$ cat config.mk
export PLATFORM = sky130hd
export DESIGN_NAME = rx_mode_seq
export DESIGN_NICKNAME = d
export VERILOG_FILES = /design/src/rtl/rms_pkg.sv /design/src/rtl/rms_sync.sv /design/src/rtl/rms_spi_rx.sv /design/src/rtl/rms_cfg_ram.sv /design/src/rtl/rms_mode_fsm.sv /design/src/rtl/rx_mode_seq.sv
export SDC_FILE = /design/constraint.sdc
export NUM_CORES = 2
export LEC_CHECK = 0
export CAP_MARGIN = 20
export CORE_UTILIZATION = 34
export DETAILED_ROUTE_END_ITERATION = 12
export SKIP_CTS_REPAIR_TIMING = 1
export SYNTH_ARGS = -nofsm -noshare
export SYNTH_HDL_FRONTEND = slang
export SYNTH_HIERARCHICAL = 1
export SYNTH_SLANG_ARGS = --single-unit
$ cat constraint.sdc
create_clock -name clk -period 5.8 [get_ports clk]
set_clock_uncertainty 0.2 [all_clocks]
set_input_delay 0.87 -clock clk [delete_from_list [all_inputs] [get_ports clk]]
set_output_delay 0.87 -clock clk [all_outputs]
set_load 0.02 [all_outputs]
$ cat src/rtl/rms_pkg.sv
package rms_pkg;
  typedef enum logic [2:0] {
    MS_STARTUP = 3'd0,
    MS_INIT    = 3'd1,
    MS_RUN     = 3'd2,
    MS_HOLD    = 3'd3,
    MS_SLEEP   = 3'd4
  } mode_e;

  localparam int          OP_W      = 8;
  localparam logic [7:0]  WR_OP     = 8'h02;
  localparam int          MODE_ADDR = 3;
  localparam int          HOLD_BIT  = 6;
  localparam int          SLEEP_BIT = 5;
endpackage

$ cat src/rtl/rms_sync.sv
module rms_sync #(
  parameter int   STAGES  = 2,
  parameter logic RST_VAL = 1'b0
) (
  input  logic clk,
  input  logic rst,
  input  logic d,
  output logic q
);
  logic [STAGES-1:0] chain;

  always_ff @(posedge clk) begin
    if (rst) chain <= {STAGES{RST_VAL}};
    else     chain <= {chain[STAGES-2:0], d};
  end

  assign q = chain[STAGES-1];
endmodule

$ cat src/rtl/rms_spi_rx.sv
module rms_spi_rx
  import rms_pkg::*;
#(
  parameter int ADDR_W      = 8,
  parameter int DATA_W      = 8,
  parameter int SYNC_STAGES = 2
) (
  input  logic              clk,
  input  logic              rst,
  input  logic              spi_sclk,
  input  logic              spi_csn,
  input  logic              spi_mosi,
  output logic              frm_valid,
  output logic [OP_W-1:0]   frm_op,
  output logic [ADDR_W-1:0] frm_addr,
  output logic [DATA_W-1:0] frm_data
);
  localparam int FRAME_W = OP_W + ADDR_W + DATA_W;
  localparam int CNT_W   = $clog2(FRAME_W + 2);

  logic [2:0] raw_in, syn_out;
  logic       sclk_s, csn_s, mosi_s;
  logic       sclk_d, csn_d;
  logic [CNT_W-1:0]   bit_cnt;
  logic [FRAME_W-1:0] shreg;

  assign raw_in = {spi_sclk, spi_csn, spi_mosi};

  for (genvar g = 0; g < 3; g++) begin : g_sync
    rms_sync #(.STAGES(SYNC_STAGES), .RST_VAL(g == 1)) u_sync (
      .clk(clk), .rst(rst), .d(raw_in[g]), .q(syn_out[g])
    );
  end

  assign sclk_s = syn_out[2];
  assign csn_s  = syn_out[1];
  assign mosi_s = syn_out[0];

  always_ff @(posedge clk) begin
    if (rst) begin
      sclk_d    <= 1'b0;
      csn_d     <= 1'b1;
      bit_cnt   <= '0;
      shreg     <= '0;
      frm_valid <= 1'b0;
      frm_op    <= '0;
      frm_addr  <= '0;
      frm_data  <= '0;
    end else begin
      sclk_d    <= sclk_s;
      csn_d     <= csn_s;
      frm_valid <= 1'b0;
      if (csn_s) begin
        bit_cnt <= '0;
        if (!csn_d && bit_cnt == CNT_W'(FRAME_W)) begin
          frm_valid                    <= 1'b1;
          {frm_op, frm_addr, frm_data} <= shreg;
        end
      end else if (sclk_s && !sclk_d) begin
        shreg <= {shreg[FRAME_W-2:0], mosi_s};
        if (bit_cnt != CNT_W'(FRAME_W + 1)) bit_cnt <= bit_cnt + 1'b1;
      end
    end
  end

  // a commit only ever follows a frame of exactly FRAME_W bits
  p_commit_len_r4: assert property (@(posedge clk) disable iff (rst)
    frm_valid |-> $past(bit_cnt) == CNT_W'(FRAME_W));
endmodule

$ cat src/rtl/rms_cfg_ram.sv
module rms_cfg_ram #(
  parameter int ADDR_W = 8,
  parameter int DATA_W = 8
) (
  input  logic              clk,
  input  logic              we,
  input  logic [ADDR_W-1:0] wa,
  input  logic [DATA_W-1:0] wd,
  input  logic [ADDR_W-1:0] ra,
  output logic [DATA_W-1:0] rd
);
  localparam int DEPTH = 1 << ADDR_W;

  logic [DATA_W-1:0] mem [DEPTH];

  always_ff @(posedge clk) begin
    if (we) mem[wa] <= wd;
    rd <= mem[ra];
  end
endmodule

$ cat src/rtl/rms_mode_fsm.sv
module rms_mode_fsm
  import rms_pkg::*;
#(
  parameter int ADDR_W      = 8,
  parameter int STARTUP_CYC = 400,
  parameter int INIT_CYC    = 16,
  parameter int DELAY_CYC   = 2000
) (
  input  logic              clk,
  input  logic              rst,
  input  logic              frm_valid,
  input  logic [OP_W-1:0]   frm_op,
  input  logic [ADDR_W-1:0] frm_addr,
  input  logic              req_hold,
  input  logic              req_sleep,
  output logic              cfg_we,
  output logic [2:0]        mode_state,
  output logic              rf_enable,
  output logic              osc_low_prec,
  output logic              rx_freeze,
  output logic              cfg_load
);
  localparam int PH_MAX = (STARTUP_CYC > INIT_CYC) ? STARTUP_CYC : INIT_CYC;
  localparam int PH_W   = $clog2(PH_MAX + 1);
  localparam int DLY_W  = $clog2(DELAY_CYC + 1);

  mode_e             state_q, state_d;
  logic [PH_W-1:0]   phase_q, phase_d;
  logic [DLY_W-1:0]  dly_q, dly_d;
  logic              pend_q, pend_d;
  logic              is_wr, mode_wr;

  assign is_wr   = frm_valid && (frm_op == WR_OP);
  assign mode_wr = is_wr && (frm_addr == ADDR_W'(MODE_ADDR));
  assign cfg_we  = is_wr && !mode_wr &&
                   (state_q == MS_HOLD || state_q == MS_SLEEP);

  always_comb begin
    dly_d = cfg_we ? DLY_W'(DELAY_CYC) :
            (dly_q != '0) ? dly_q - 1'b1 : dly_q;
  end

  always_comb begin
    state_d = state_q;
    phase_d = phase_q;
    pend_d  = pend_q;
    case (state_q)
      MS_STARTUP: begin
        if (phase_q == PH_W'(STARTUP_CYC - 1)) begin
          if (dly_q == '0) begin
            state_d = MS_INIT;
            phase_d = '0;
          end
        end else begin
          phase_d = phase_q + 1'b1;
        end
      end
      MS_INIT: begin
        if (phase_q == PH_W'(INIT_CYC - 1)) begin
          state_d = MS_RUN;
          phase_d = '0;
        end else begin
          phase_d = phase_q + 1'b1;
        end
      end
      MS_RUN: begin
        if (mode_wr && req_sleep) begin
          state_d = MS_SLEEP;
        end else if (mode_wr && req_hold) begin
          state_d = MS_HOLD;
          pend_d  = 1'b0;
        end
      end
      MS_HOLD: begin
        if (mode_wr && req_sleep) begin
          state_d = MS_SLEEP;
          pend_d  = 1'b0;
        end else begin
          if (mode_wr && !req_hold) pend_d = 1'b1;
          if (pend_q && dly_q == '0) begin
            state_d = MS_INIT;
            phase_d = '0;
            pend_d  = 1'b0;
          end
        end
      end
      MS_SLEEP: begin
        if (mode_wr && !req_sleep) begin
          state_d = MS_STARTUP;
          phase_d = '0;
        end
      end
      default: begin
        state_d = MS_STARTUP;
        phase_d = '0;
      end
    endcase
  end

  always_ff @(posedge clk) begin
    if (rst) begin
      state_q      <= MS_STARTUP;
      phase_q      <= '0;
      dly_q        <= '0;
      pend_q       <= 1'b0;
      rf_enable    <= 1'b1;
      osc_low_prec <= 1'b0;
      rx_freeze    <= 1'b0;
      cfg_load     <= 1'b0;
    end else begin
      state_q      <= state_d;
      phase_q      <= phase_d;
      dly_q        <= dly_d;
      pend_q       <= pend_d;
      rf_enable    <= (state_d != MS_SLEEP);
      osc_low_prec <= (state_d == MS_SLEEP);
      rx_freeze    <= (state_d == MS_HOLD);
      cfg_load     <= (state_d == MS_INIT) && (state_q != MS_INIT);
    end
  end

  assign mode_state = state_q;

  // the frozen state is only ever entered from run
  p_hold_from_run_r6: assert property (@(posedge clk) disable iff (rst)
    $rose(state_q == MS_HOLD) |-> $past(state_q) == MS_RUN);

  // leaving frozen goes to init or sleep only
  p_hold_exit_r7: assert property (@(posedge clk) disable iff (rst)
    $fell(state_q == MS_HOLD) |-> (state_q == MS_INIT || state_q == MS_SLEEP));

  // init is never entered while the settling counter runs
  p_init_gap_r8: assert property (@(posedge clk) disable iff (rst)
    $rose(state_q == MS_INIT) |-> $past(dly_q) == '0);

  // leaving sleep always restarts the startup period
  p_wake_startup_r10: assert property (@(posedge clk) disable iff (rst)
    $fell(state_q == MS_SLEEP) |-> state_q == MS_STARTUP);

  // the load strobe lasts a single cycle
  p_load_pulse_r2: assert property (@(posedge clk) disable iff (rst)
    cfg_load |=> !cfg_load);
endmodule

$ cat src/rtl/rx_mode_seq.sv
module rx_mode_seq
  import rms_pkg::*;
#(
  parameter int ADDR_W      = 8,
  parameter int DATA_W      = 8,
  parameter int SYNC_STAGES = 2,
  parameter int CLK_MHZ     = 50,
  parameter int GAP_US      = 40,
  parameter int STARTUP_CYC = 400,
  parameter int INIT_CYC    = 16
) (
  input  logic              clk,
  input  logic              rst,
  input  logic              spi_sclk,
  input  logic              spi_csn,
  input  logic              spi_mosi,
  input  logic [ADDR_W-1:0] cfg_rd_addr,
  output logic [DATA_W-1:0] cfg_rd_data,
  output logic [2:0]        mode_state,
  output logic              rf_enable,
  output logic              osc_low_prec,
  output logic              rx_freeze,
  output logic              cfg_load
);
  localparam int DELAY_CYC = CLK_MHZ * GAP_US;

  logic              frm_valid;
  logic [OP_W-1:0]   frm_op;
  logic [ADDR_W-1:0] frm_addr;
  logic [DATA_W-1:0] frm_data;
  logic              cfg_we;

  rms_spi_rx #(.ADDR_W(ADDR_W), .DATA_W(DATA_W), .SYNC_STAGES(SYNC_STAGES)) u_spi (
    .clk(clk), .rst(rst),
    .spi_sclk(spi_sclk), .spi_csn(spi_csn), .spi_mosi(spi_mosi),
    .frm_valid(frm_valid), .frm_op(frm_op), .frm_addr(frm_addr), .frm_data(frm_data)
  );

  rms_mode_fsm #(
    .ADDR_W(ADDR_W), .STARTUP_CYC(STARTUP_CYC),
    .INIT_CYC(INIT_CYC), .DELAY_CYC(DELAY_CYC)
  ) u_fsm (
    .clk(clk), .rst(rst),
    .frm_valid(frm_valid), .frm_op(frm_op), .frm_addr(frm_addr),
    .req_hold(frm_data[HOLD_BIT]), .req_sleep(frm_data[SLEEP_BIT]),
    .cfg_we(cfg_we), .mode_state(mode_state),
    .rf_enable(rf_enable), .osc_low_prec(osc_low_prec),
    .rx_freeze(rx_freeze), .cfg_load(cfg_load)
  );

  rms_cfg_ram #(.ADDR_W(ADDR_W), .DATA_W(DATA_W)) u_ram (
    .clk(clk), .we(cfg_we), .wa(frm_addr), .wd(frm_data),
    .ra(cfg_rd_addr), .rd(cfg_rd_data)
  );
endmodule

# Yosys cells after proc, flatten, opt, wreduce, memory -nomap -nowiden
# Memory sizes are Yosys's and may differ from the RTL's. A register that Yosys moved wholly into a read port is not among the register bits.
# Cells that the tools add are included.
# word_totals
in_bits,13
reg_bits,90
n_memories,1
out_inout_bits,15
ramBits,2048
word_cells,106
# mem_list
memory,words,word_bits,read_ports,rd_ports_with_merged_regs,wr,line_no,rtl
u_ram.mem,256,8,1,1,1,rms_cfg_ram.sv:14,logic [DATA_W-1:0] mem [DEPTH];
# op_classes
add_sub_neg,3
n_eq_ne,22
mux,27
n_reduce_logical,31
bitwise,2
# op_table
op,n
9-bit two-way mux,6
9-bit one-hot mux with 5 select lines,1
3-bit two-way mux,8
11-bit two-way mux,2
"8-bit by 2-bit == test with 1-bit output, second input constant",2
3-bit one-hot mux with 5 select lines,1
1-bit logical AND,12
11-bit zero test,1
11-bit nonzero test,1
"11-bit by 1-bit subtractor with 11-bit output, second input constant",1
"9-bit by 1-bit adder with 9-bit output, second input constant",1
"3-bit by 2-bit == test with 1-bit output, second input constant",3
"9-bit by 4-bit == test with 1-bit output, second input constant",1
"9-bit == test, second input constant",1
1-bit two-way mux,8
"2-bit inequality test, second input constant",4
"3-bit by 1-bit == test with 1-bit output, second input constant",2
"3-bit == test, second input constant",2
"3-bit inequality test, second input constant",2
2-bit AND reduction,3
2-bit OR reduction,3
"5-bit by 1-bit adder with 5-bit output, second input constant",1
"5-bit == test, second input constant",1
1-bit zero test,5
11 further kinds,13

# Depth between registers and ports, before layout
# depth
ltp_word,9
depth_mapped,11
depth_no_buf,7

# Hierarchy
# Netlist, hierarchy kept.
# modules_own_cells
mod,area_per_inst_um2,seq_area_each_um2,cells_per_inst,n_inst
rms_cfg_ram,79556.3,61659.1,3733,1
rms_spi_rx,2318.5,1121.1,251,1
rms_mode_fsm,1534.0,560.5,185,1
rms_sync,52.6,40.0,4,3

# Worst setup path before layout
# Ideal clock, no wire load.
# synth_timing
path_type,register -> register
startpoint,register u_spi.frm_data[5]
endpoint,register u_fsm.phase_q[0]
required_time_ns,5.509
arrival_ns,4.470
period_less_slack_ns,4.761
stages_incl_launch_ff,5
setup_ns,0.091
setup_slack_ns,1.039
path_buffers,0
cell_sequence,dfxtp_1 -> nand4_1 -> o2bb2ai_1 -> nor2_1 -> a311oi_1
# synth_between
elab_chain_cells,4
word_cells_on_any_way,6
classes_between,2 x eq/ne; 4 x reduce/logical
# synth_rtl
item,line_no,rtl
start: declaration,rms_spi_rx.sv:16,output logic [DATA_W-1:0] frm_data
start signal: assignment,rms_spi_rx.sv:57,"{frm_op, frm_addr, frm_data} <= shreg;"
1-bit zero test,rms_mode_fsm.sv:88,if (mode_wr && !req_sleep) begin
1-bit logical AND,rms_mode_fsm.sv:88,
2-bit inequality test (no line),n/a,
5-bit AND reduction (no line) (*),n/a,
end signal: assignment,rms_mode_fsm.sv:112,phase_q <= phase_d;
end: declaration,rms_mode_fsm.sv:28,"logic [PH_W-1:0] phase_q, phase_d;"
# Mark *: on every way between the ends. The rest lies on a longest branch, timed or not.
# A chain may end at the register's enable or synchronous reset.

# Worst setup path after layout
# layout_timing
startpoint,register u_spi.frm_op[0]
endpoint,"memory u_ram.mem[198][1], enable pin"
# layout_between
elab_chain_cells,8
# layout_rtl
item,line_no,rtl
start: declaration,rms_spi_rx.sv:14,"output logic [OP_W-1:0] frm_op,"
start signal: assignment,rms_spi_rx.sv:57,
8-bit by 2-bit == test with 1-bit output (*),rms_mode_fsm.sv:33,assign is_wr = frm_valid && (frm_op == WR_OP);
1-bit logical AND (*),rms_mode_fsm.sv:33,
1-bit logical AND,rms_mode_fsm.sv:34,assign mode_wr = is_wr && (frm_addr == ADDR_W'(MODE_ADDR));
1-bit zero test,rms_mode_fsm.sv:35,assign cfg_we = is_wr && !mode_wr &&
1-bit logical AND (*) (2 in a row),rms_mode_fsm.sv:35,
named net cfg_we,rx_mode_seq.sv:31,logic cfg_we;
1-bit two-way mux (*),rms_cfg_ram.sv:17,if (we) mem[wa] <= wd;
1-bit two-way mux (implied by the code) (*),rms_cfg_ram.sv:17,
end: declaration,rms_cfg_ram.sv:14,
# The timed path passes the listed nets; every way through them passes the cells marked *.

==> impl_results.md <==
* Post-synthesis sequential area ratio at 75.9%
* Synth Flop Type: edfxtp_1
* Share of cells above drive strength 1 at 21.1%
* Fillers at 21746
* Pleak at 23.8 nW
* Fin crit share at 75.4%
* Vias per cell at 5.45
* Maximum fanout along the worst path at 17
* Yosys top cell area share at 73.6%
* Worst path buffer plus inverter count at 2
* Hold_sp: u_spi/g_sync[1].u_sync/chain[0]$_SDFF_PP1_
* Mean post-synth cell area at 20.0 um2
* Reg2Reg Depth at 7
* Post-Route Utilization at 38.7%
* F_max at 0.229 GHz
* Seq pwr share at 54.0%
* Least-Margin Pin Slew at 1380 ps
* Initial detailed-routing violation count at 4996
* Final max-slew violation count at 0
* Peak VDD IR at 0.332 mV
* First-pass iteration count of the detailed router at 6
* Drt drc at 0
* Min-delay worst type: reg -> reg
* Comb power frac at 3.2%
* Clk sink count at 2146
* Initial antenna violation count at 4
* Worst path max stage delay at 910 ps
* Hold Crit Depth at 1
* Ys async rst share at 0%
* Post-route ant nets at 0
* MaxCap Viol Count at 0
* Switching power share of the total at 21.1%
* WL/cell at 27.2 um
* Routed wire length at 209 mm
* Cells after DPL at 7283
* Ports at 28
* Final min period at 4370 ps
* WS Path Type: reg -> reg
* Syn. warnings at 6
* Crit-path cells: nor4b_1 -> o211ai_1 -> or3_1 -> inv_1 -> buf_4 -> nand4_1 -> nor2_1
* Core ar. at 244000 um2
* Number of synthesized register bits at 2146
* Synth-to-Final Area Change at 12.9%
* Routability cong. at 0.812
* Cell Pwr Density at 329 nW/um2
* Syn Inst Count at 4181
* CTS Root Cell: clkbuf_16
* Outcome: completed
* Relative slew slack at 7.73%
* Port Buffers at 27
* Global-route wire length before repair at 302 mm
* Crit Reg-Reg Endpoint: u_ram/mem[198][1]$_DFFE_PP_
* H-tree Lvls at 4
* CTS tree: done
* DIE HEIGHT at 498 um
* Psw at 6.56 mW
* Hold path endpoint: u_spi/g_sync[1].u_sync/chain[1]$_SDFF_PP1_
* Clk slew on worst S/H paths at 60 ps
* CTS max path bufs at 3
* Total gr overflow at 0
* DP HPWL at 126 mm
* Post-route insts no fill at 7673
* Hold Slack at 220 ps
* Clock Latency Late Sink at 850 ps
* Synthesized area at 83600 um2
* CTS Buf Count at 210
* R2R setup slack at 1430 ps
* Critical R2R Launch: u_spi/frm_op[0]$_SDFFE_PP0P_
* Int Power at 24.5 mW
* Die area at 248000 um2
* WP data required at 6050 ps
* CP Launch Type: flop
* Unrepaired setup endpoints after global routing: no
* Largest net degree at the start of global routing at 222
* Row count at 181
* Clock network power share at 42.8%
* Top cells by area, synth: edfxtp_1 74%, mux4_2 12%, dfxtp_1 2.3%
* TNS Setup at 0 ps
* CP Capture Type: flop
* WP data arrival at 4630 ps
* Final Hold Fails at 0
* Post-synth EDFFs at 2048
* GR Util All Layers at 16.7%
* Mapped Nets at 4199
* Crit-path slowest cell: nor2_1
* Nets at 4311
* Initial Util at 34.3%
* Vias in the first global route at 41626
* DR vias at 41846
* Family with the most delay on the worst path: simple AND/OR/NAND/NOR gates
* Chip Width at 498 um
* Library cells used by synthesis at 81
* # setup viols final at 0
* Post-synth top area cell: edfxtp_1
## sequential cells by signal, summed over array words and instances (netlist names), 3 cells and up
register                   count
u_spi/g_sync.u_sync/chain      6
u_spi/frm_addr                 8
u_fsm/phase_q                  9
u_spi/bit_cnt                  5
u_fsm/dly_q                   11
u_fsm/mode_state               3
u_spi/frm_op                   8
u_spi/frm_data                 8
u_spi/shreg                   24
u_ram/mem                   2048
u_ram/rd                       8
## cell usage after synthesis, types with 5 or more instances
library cell / n
edfxtp_1: 2048
mux4_2: 454
nor2_1: 300
mux2i_1: 158
a21oi_1: 139
a22oi_1: 133
clkbuf_1: 125
dfxtp_1: 98
nand2_1: 97
nand2b_1: 58
o221ai_1: 46
nand3_1: 44
nor2b_1: 41
buf_2: 37
nor3_1: 30
nor4_1: 28
o22ai_1: 28
buf_4: 27
buf_1: 23
buf_6: 21
a211oi_1: 18
buf_8: 15
o21ai_0: 14
a221oi_1: 13
o211ai_1: 13
nand4_1: 11
a22o_1: 8
a311oi_1: 8
and2_1: 8
buf_12: 8
inv_1: 8
or2_2: 8
o21a_1: 6
o31ai_1: 6
or3_1: 6
a31oi_1: 5
ha_1: 5
o22a_1: 5
## area by class of cell
| type | count | area [um2] | share of cell area (%) |
|---|---|---|---|
| antenna | 1 | 2.50 | 0.00265 |
| clock buffer | 258 | 5510 | 5.84 |
| clock inverter | 131 | 1220 | 1.29 |
| inverter | 9 | 33.8 | 0.0358 |
| multi-input combinational | 1770 | 18600 | 19.7 |
| sequential | 2146 | 63500 | 67.3 |
| tap | 3202 | 4010 | 4.24 |
| timing repair buffer | 156 | 1540 | 1.63 |
## power groups by stage
stage,Sequential (mW),Combinational [mW],Clock (mW)
2_1_floorplan,17.1,0.693,0
3_3_place_gp,17.1,0.991,0
3_5_place_dp,17.1,1.00,0
4_1_cts,16.8,1.01,13.5
5_1_grt,16.8,1.06,14.1
6_report,16.8,0.999,13.3
## metal layers
| layer | vias to the layer above | part of all wire, % | global-route usage [%] |
|---|---|---|---|
| met3 | 291 | 7.7 | 3.51 |
| met2 | 1653 | 48 | 26.6 |
| met1 | 22405 | 42 | 23.0 |
| met4 | 2 | 2.5 | 4.70 |
| li1 | 17495 | - | - |
| met5 | - | 0.0062 | 0 |
## kinds of logic (layout without fill, tap and decap cells)
| family | Yosys count | count (layout) | synth area share, % |
|---|---|---|---|
| AO/OA/AOI/OAI | 471 | 471 | 3.93 |
| adder cells (fa/ha/maj) | 5 | 5 | 0.0749 |
| other | 0 | 1 | 0 |
| flip-flops | 2146 | 2146 | 75.9 |
| XOR/XNOR | 8 | 8 | 0.0838 |
| buffers and inverters | 265 | 554 | 1.91 |
| AND/OR/NAND/NOR | 671 | 671 | 3.86 |
| multiplexers | 615 | 615 | 14.2 |
## metrics by stage
stage	worst slack [ps]	cell area, um2	power (mW)
6_report	1430	94400	31.1
3_5_place_dp	1040	87700	18.1
5_1_grt	1100	94400	31.9
2_1_floorplan	1040	83600	17.8
3_3_place_gp	787	87500	18.1
4_1_cts	1370	94400	31.3
## worst register-to-register path, cell delays in order, from the launching register on
cell      delay, ps
dfxtp_1         310
nor4b_1         440
o211ai_1        210
or3_1           550
inv_1           480
buf_4           260
nand4_1         620
nor2_1          920
## cell usage in the layout, fill, tap and decap left out, types with 11 or more instances in the layout
master,netlist,routed
a21oi_1,139,139
mux4_2,454,454
buf_12,8,22
clkinv_2,0,50
dfxtp_1,98,90
o221ai_1,46,46
o21ai_0,14,14
nor3_1,30,30
nor2b_1,41,38
nor2_1,300,297
nand4_1,11,11
mux2i_1,158,158
clkbuf_16,0,212
clkbuf_1,125,43
buf_4,27,104
a211oi_1,18,18
o211ai_1,13,13
a221oi_1,13,13
nand2b_1,58,58
nand3_1,44,44
nor4_1,28,23
edfxtp_1,2048,2048
clkdlybuf4s50_1,0,20
nand2_1,97,97
bufinv_16,0,13
o22ai_1,28,28
clkinv_1,1,42
a22oi_1,133,133
## how the worst max path moves through the flow
| stage | from | endpoint | slack [ps] | cells past startpoint |
|---|---|---|---|---|
| 2_1_floorplan | u_spi/frm_data[5]$_SDFFE_PP0P_ | u_fsm/phase_q[0]$_SDFFE_PP0P_ | 1040 | 4 |
| 3_3_place_gp | cfg_rd_addr[0] | u_ram/rd[6]$_DFF_P_ | 790 | 8 |
| 3_5_place_dp | cfg_rd_addr[0] | u_ram/rd[2]$_DFF_P_ | 1040 | 8 |
| 4_1_cts | u_spi/frm_op[0]$_SDFFE_PP0P_ | u_ram/mem[200][2]$_DFFE_PP_ | 1370 | 7 |
| 5_1_grt | u_spi/frm_op[0]$_SDFFE_PP0P_ | u_ram/mem[200][2]$_DFFE_PP_ | 1100 | 7 |
| 6_report | u_spi/frm_op[0]$_SDFFE_PP0P_ | u_ram/mem[198][1]$_DFFE_PP_ | 1430 | 7 |
Power figures use the tool's default switching activity.
